**src/rtl/irq_router_pkg.sv**
```systemverilog
package irq_router_pkg;

    localparam int PRIO_BITS = 8;
    localparam int TGT_BITS  = 2;
    localparam logic [TGT_BITS-1:0] TGT_CPU = '0;

    // layout 0 field positions
    localparam int L0_EN  = 10;
    localparam int L0_TGT = 11;
    localparam int L0_REQ = 24;
    localparam int L0_CLR = 25;
    localparam int L0_SET = 26;
    // layout 1 field positions
    localparam int L1_TGT = 12;
    localparam int L1_EN  = 23;
    localparam int L1_CLR = 29;
    localparam int L1_SET = 30;
    localparam int L1_REQ = 31;

    typedef struct packed {
        logic [PRIO_BITS-1:0] prio;
        logic                 en;
        logic [TGT_BITS-1:0]  tgt;
        logic                 req;
    } src_cfg_t;

    typedef struct packed {
        logic [PRIO_BITS-1:0] prio;
        logic                 en;
        logic [TGT_BITS-1:0]  tgt;
        logic                 set;
        logic                 clr;
    } src_wr_t;

    function automatic src_wr_t unpack_word(input logic mode, input logic [31:0] w);
        src_wr_t r;
        r.prio = w[PRIO_BITS-1:0];
        if (!mode) begin
            r.en  = w[L0_EN];
            r.tgt = w[L0_TGT +: TGT_BITS];
            r.set = w[L0_SET];
            r.clr = w[L0_CLR];
        end else begin
            r.en  = w[L1_EN];
            r.tgt = w[L1_TGT +: TGT_BITS];
            r.set = w[L1_SET];
            r.clr = w[L1_CLR];
        end
        return r;
    endfunction

    function automatic logic [31:0] pack_word(input logic mode, input src_cfg_t c);
        logic [31:0] w;
        w = '0;
        w[PRIO_BITS-1:0] = c.prio;
        if (!mode) begin
            w[L0_EN]              = c.en;
            w[L0_TGT +: TGT_BITS] = c.tgt;
            w[L0_REQ]             = c.req;
        end else begin
            w[L1_EN]              = c.en;
            w[L1_TGT +: TGT_BITS] = c.tgt;
            w[L1_REQ]             = c.req;
        end
        return w;
    endfunction

    function automatic logic is_eligible(input src_cfg_t c);
        return c.req && c.en && (c.tgt == TGT_CPU) && (c.prio != '0);
    endfunction

endpackage

```
**src/rtl/irq_src_reg.sv**
```systemverilog
module irq_src_reg
    import irq_router_pkg::*;
(
    input  logic     clk,
    input  logic     rst,
    input  logic     wr_en,
    input  src_wr_t  wr,
    input  logic     hw_req,
    input  logic     ack_clr,
    output src_cfg_t cfg
);
    always_ff @(posedge clk) begin
        if (rst) begin
            cfg <= '0;
        end else begin
            if (ack_clr) cfg.req <= 1'b0;
            if (wr_en) begin
                cfg.prio <= wr.prio;
                cfg.en   <= wr.en;
                cfg.tgt  <= wr.tgt;
                if (wr.set)      cfg.req <= 1'b1;
                else if (wr.clr) cfg.req <= 1'b0;
            end
            if (hw_req) cfg.req <= 1'b1;
        end
    end

    a_r3_hw_wins: assert property (@(posedge clk) disable iff (rst)
        hw_req |=> cfg.req);
    a_r3_sw_clear: assert property (@(posedge clk) disable iff (rst)
        (wr_en && wr.clr && !wr.set && !hw_req) |=> !cfg.req);
    a_r9_ack_clears: assert property (@(posedge clk) disable iff (rst)
        (ack_clr && !hw_req && !(wr_en && wr.set)) |=> !cfg.req);
endmodule

```
**src/rtl/irq_arbiter.sv**
```systemverilog
module irq_arbiter
    import irq_router_pkg::*;
#(
    parameter int NSRC = 8,
    localparam int IW = (NSRC > 1) ? $clog2(NSRC) : 1
) (
    input  logic                 clk,
    input  logic                 rst,
    input  src_cfg_t             cfg [NSRC],
    output logic                 win_valid,
    output logic [IW-1:0]        win_idx,
    output logic [PRIO_BITS-1:0] win_prio
);
    logic [NSRC-1:0] elig;

    for (genvar g = 0; g < NSRC; g++) begin : g_elig
        assign elig[g] = is_eligible(cfg[g]);
    end

    // strict greater-than keeps the lowest index on ties
    always_comb begin
        win_valid = 1'b0;
        win_idx   = '0;
        win_prio  = '0;
        for (int i = 0; i < NSRC; i++) begin
            if (elig[i] && (cfg[i].prio > win_prio)) begin
                win_valid = 1'b1;
                win_idx   = IW'(i);
                win_prio  = cfg[i].prio;
            end
        end
    end

    // no eligible source outranks the winner, none before it ties
    always_ff @(posedge clk) begin
        if (!rst) begin
            for (int j = 0; j < NSRC; j++) begin
                a_r6_no_better_source: assert (!elig[j] ||
                    (cfg[j].prio < win_prio) ||
                    (cfg[j].prio == win_prio && IW'(j) >= win_idx));
            end
        end
    end
endmodule

```
**src/rtl/irq_router.sv**
```systemverilog
module irq_router
    import irq_router_pkg::*;
#(
    parameter int NSRC = 8,
    localparam int IW = (NSRC > 1) ? $clog2(NSRC) : 1
) (
    input  logic                 clk,
    input  logic                 rst,
    input  logic                 gen_sel,
    input  logic [NSRC-1:0]      hw_req,
    input  logic                 bus_wr,
    input  logic [IW-1:0]        bus_addr,
    input  logic [31:0]          bus_wdata,
    output logic [31:0]          bus_rdata,
    input  logic                 cpu_ack,
    input  logic [PRIO_BITS-1:0] cpu_ack_prio,
    output logic                 irq_valid,
    output logic [PRIO_BITS-1:0] irq_prio,
    output logic [IW-1:0]        irq_src
);
    src_cfg_t        cfg [NSRC];
    src_wr_t         wr_fields;
    logic [NSRC-1:0] ack_clr;
    logic            addr_ok;

    logic                 win_valid;
    logic [IW-1:0]        win_idx;
    logic [PRIO_BITS-1:0] win_prio;

    assign wr_fields = unpack_word(gen_sel, bus_wdata);
    assign addr_ok   = (32'(bus_addr) < NSRC);

    // acknowledge: first eligible source carrying the accepted priority
    always_comb begin
        logic found;
        found   = 1'b0;
        ack_clr = '0;
        for (int i = 0; i < NSRC; i++) begin
            if (cpu_ack && !found && is_eligible(cfg[i]) && cfg[i].prio == cpu_ack_prio) begin
                ack_clr[i] = 1'b1;
                found      = 1'b1;
            end
        end
    end

    for (genvar g = 0; g < NSRC; g++) begin : g_src
        irq_src_reg u_reg (
            .clk     (clk),
            .rst     (rst),
            .wr_en   (bus_wr && addr_ok && (bus_addr == IW'(g))),
            .wr      (wr_fields),
            .hw_req  (hw_req[g]),
            .ack_clr (ack_clr[g]),
            .cfg     (cfg[g])
        );
    end

    irq_arbiter #(.NSRC(NSRC)) u_arb (
        .clk       (clk),
        .rst       (rst),
        .cfg       (cfg),
        .win_valid (win_valid),
        .win_idx   (win_idx),
        .win_prio  (win_prio)
    );

    always_comb begin
        bus_rdata = '0;
        if (addr_ok) bus_rdata = pack_word(gen_sel, cfg[bus_addr]);
    end

    always_ff @(posedge clk) begin
        if (rst) begin
            irq_valid <= 1'b0;
            irq_prio  <= '0;
            irq_src   <= '0;
        end else begin
            irq_valid <= win_valid;
            irq_prio  <= win_prio;
            irq_src   <= win_idx;
        end
    end

    a_r7_idle_zero: assert property (@(posedge clk) disable iff (rst)
        !irq_valid |-> (irq_prio == '0 && irq_src == '0));
    a_r5_valid_nonzero: assert property (@(posedge clk) disable iff (rst)
        irq_valid |-> (irq_prio != '0));
    a_r9_one_ack_clear: assert property (@(posedge clk) disable iff (rst)
        $onehot0(ack_clr));
    a_r8_follows_arbiter: assert property (@(posedge clk) disable iff (rst)
        win_valid |=> irq_valid);
endmodule

```
**config.mk**
```make
export PLATFORM = sky130hd
export DESIGN_NAME = irq_router
export DESIGN_NICKNAME = d
export VERILOG_FILES = /design/src/rtl/irq_router_pkg.sv /design/src/rtl/irq_src_reg.sv /design/src/rtl/irq_arbiter.sv /design/src/rtl/irq_router.sv
export SDC_FILE = /design/constraint.sdc
export NUM_CORES = 1
export LEC_CHECK = 0
export BUFFER_PORTS_ARGS = -buffer_cell sky130_fd_sc_hd__buf_2
export CORE_MARGIN = 5
export CORE_UTILIZATION = 60
export CTS_BUF_LIST = sky130_fd_sc_hd__clkbuf_16
export DETAILED_ROUTE_END_ITERATION = 10
export PLACE_DENSITY = 0.89
export SLEW_MARGIN = 10
export SYNTH_ARGS = -nofsm -noshare
export SYNTH_HDL_FRONTEND = slang
export SYNTH_SLANG_ARGS = --single-unit
```
**constraint.sdc**
```tcl
create_clock -name clk -period 17.5 [get_ports clk]
set_input_delay 4.375 -clock clk [delete_from_list [all_inputs] [get_ports clk]]
set_output_delay 4.375 -clock clk [all_outputs]
set_load 0.01 [all_outputs]
```
==> out/results.txt <==
The flow ran to the end, and the final reports show no timing, DRC or antenna violations. The total track usage was 0.294; the number of top-level pins was 100. Relative area change from synthesis to final layout: 7.21%. The run gives 0.615 as the effective utilization at floorplan.

The most repeated library cell on the critical path was sky130_fd_sc_hd__o21ai_0. The tools report the number of global-route vias before repair as 7458. The setup TNS after final layout was 0 ns.

The finished layout holds 1214 standard cells, fillers aside. In the final routed layout, each cell accounts on average for 19.7 µm. The start-to-end type of the worst setup path was reg2reg.

In the synthesized netlist the dominant register cell turns out to be sky130_fd_sc_hd__dfxtp_1. The worst setup path is captured at a flip-flop. The number of post-CTS setup repair buffers is 0.

The worst slew slack as a fraction of its limit is 0.253. In this run the top signal layer used is met4. Number of diodes added for antenna fixing: 0. Gates resized during post-CTS repair numbered 0. The met3 wirelength from detailed routing came out at 3060 µm.

The clock passes through at most 2 buffers. Final critical-path required period: 15.08 ns. The number of H-tree branching levels is 3, and the final setup slack of the worst path is 2.42 ns.

The share of synthesized registers carrying an async set or reset was 0. Buffers inserted to repair hold after CTS numbered 0. The leakage power total is 3.39 nW, and the final antenna-violating net count is 0. The tools report the root buffer selected by CTS as sky130_fd_sc_hd__clkbuf_16. For this run, the detailed router's first-pass iteration total came to 6. The region available for standard cell placement spans 0.0133 mm². TritonCTS built the clock tree. Timing analysis after detailed placement gives a worst setup slack of 2.70 ns. Counting every instance in the synthesized netlist gives 1012.

Summing every instance area after synthesis gives 0.00818 mm². The required arrival time at the worst endpoint was 17.74 ns. The via count normalized by instance count was 6.44.

Initial antenna violation count: 0. The final worst-path cycle share was 0.862. In this run the horizontal extent of the chip is 127 µm. The logs give 0.00845 mm² for the area after detailed placement and 0 for the max-cap violation count. The worst-case IR drop observed on VDD is 0.0000707 V.

Counting instances, the worst hold path has a depth of 2. Counting flops and latches in the post-synthesis netlist gives 108. The floorplan has 42 rows. The maximum fanout count along the critical path is 16, and the filler cell count is 1000. The max-slew violation count was 0; the number of buffers created by CTS was 9. In the layout the commonest cells are 160 x sky130_fd_sc_hd__nand2_1, 108 x sky130_fd_sc_hd__dfxtp_1, 104 x sky130_fd_sc_hd__a21oi_1. The worst-margin pin slew is 1.12 ns. The path class of the tightest hold or removal check is reg2reg.

The final number of hold-violating endpoints is 0. For the worst setup path, the data arrival time is 15.32 ns. The synthesized design contains 0 enable-type register cells. The register with the most flip-flops in the layout has 96 of them. The library cell used most frequently in the layout, excluding fill and tap cells, is sky130_fd_sc_hd__nand2_1.

Measured in cells, the most critical reg-to-reg path has a length of 66. For the first-pass GRT wire length, the log shows 37900 µm. In this design, the stage delay of the slowest critical-path cell is 0.79 ns. Entering global routing, the biggest net connects 89 pins.

Clock-pin slew was measured on the worst setup and hold paths at 0.08 ns. Dividing total power by cell area gives a power density of 64.0 mW/mm². The share of the core filled with cells came out at 0.659. The tools report the design area as 0.00877 mm². The routed layout has 7821 vias. The tools report the total met2 wirelength after detailed routing as 10400 µm.

The worst setup path is launched from a flip-flop. The last weighted congestion value of the routability-driven placer was 0.949; the first-iteration detailed-routing DRC count was 1013. Overall power consumption after layout is estimated at 0.561 mW.

Setup violations remaining at the end of the flow were counted as 0. At the later pin of the worst-skew pair, clock insertion delay measures 0.36 ns. The Yosys step of the flow raised 0 warnings. The clock skew after layout was 0.00775 ns; the layout cell share with drive strength beyond 1 was 0.148. For this block, wires on met1 add up to 9100 µm. The tools report the total length of routed wires as 23900 µm. The largest individual stage delay along the critical path comes from the cell sky130_fd_sc_hd__o21ai_1. The die is 127 µm tall.

The net count of the finished layout came out at 1141. Setup repair after global routing left no endpoint under its margin. The final routed DRC violation total was 0; the total grt overflow was 0. Static timing analysis puts the maximum clock frequency at 66.3 MHz. The sequential area share after synthesis came out at 0.264. The area of the die was 0.0161 mm². Input and output buffers added on the ports amount to 67. Average instance area after synthesis: 8.08 µm².

Cell total after placement: 1198. The total number of clock tree sinks is 108, and the detailed placement HPWL is 17300 µm. The worst-case hold slack is 0.508 ns. The number of different library cells in the post-synthesis netlist was 66.
## synthesized netlist by cell type, drive strengths merged, types with 9 or more instances
library cell | number | share of area
a31oi | 9 | 0.0087
ha | 52 | 0.080
nor2b | 16 | 0.012
dfxtp | 108 | 0.26
mux2 | 35 | 0.048
buf | 23 | 0.019
mux4 | 24 | 0.066
nand4 | 24 | 0.018
inv | 56 | 0.026
mux2i | 20 | 0.024
clkbuf | 53 | 0.026
a21o | 13 | 0.012
nor4 | 18 | 0.014
nand2 | 160 | 0.073
a21oi | 104 | 0.064
nand3 | 19 | 0.012
nor3 | 10 | 0.0061
o21ai | 34 | 0.022
xor2 | 28 | 0.030
xnor2 | 40 | 0.043
nor2 | 63 | 0.030
a211oi | 30 | 0.028
nand2b | 10 | 0.0076
## cell type report
cell class	count	area (µm²)	share of cell area
multi-input cells	788	5500	0.628
flip-flops and latches	108	2160	0.247
repair buffers	70	360	0.0411
clock buffers	9	225	0.0257
well taps	176	220	0.0251
inverters	56	210	0.0240
clock inverters	7	87.6	0.00999
## where the power goes
part | leakage [nW] | internal [mW] | switching [mW] | total (mW)
clock network | 0.156 | 0.114 | 0.102 | 0.216
registers | 0.877 | 0.252 | 0.0102 | 0.262
logic | 2.35 | 0.0323 | 0.0506 | 0.0829
total | 3.39 | 0.398 | 0.163 | 0.561
## cells by family after synthesis
kind of cell,after synthesis,synth area share
and+or+nand+nor,349,0.200
adders and majority gates,52,0.0796
buffers and inverters,132,0.0702
DFF,108,0.264
xor gates and xnor gates,68,0.0728
other,1,0.000459
AOI/OAI and AO/OA,223,0.174
muxes,79,0.139
## worst max-delay path, delay by kind of cell, from the launching register on
kind	cells	cell delay, ns
AO/OA/AOI/OAI	29	6.16
multiplexers	6	2.23
AND/OR/NAND/NOR	19	3.90
adder cells (fa/ha/maj)	7	1.90
buffers and inverters	5	0.40
flip-flops	1	0.33
## worst paths after layout
path	slack (ns)	endpoint	start
min reg2reg	0.51	g_src[1].u_reg.cfg[0]	g_src[1].u_reg.cfg[0]
min	0.51	g_src[1].u_reg.cfg[0]	g_src[1].u_reg.cfg[0]
max	2.42	irq_prio[1]	g_src[0].u_reg.cfg[1]
max reg2reg	2.42	irq_prio[1]	g_src[0].u_reg.cfg[1]
## metal layers
metal | GRT usage | up-vias
met5 | 0 | -
met1 | 0.380 | 3544
li1 | - | 3609
met2 | 0.452 | 535
met3 | 0.0673 | 133
met4 | 0.165 | 0
Note: power is estimated with default switching activity, not from simulation.
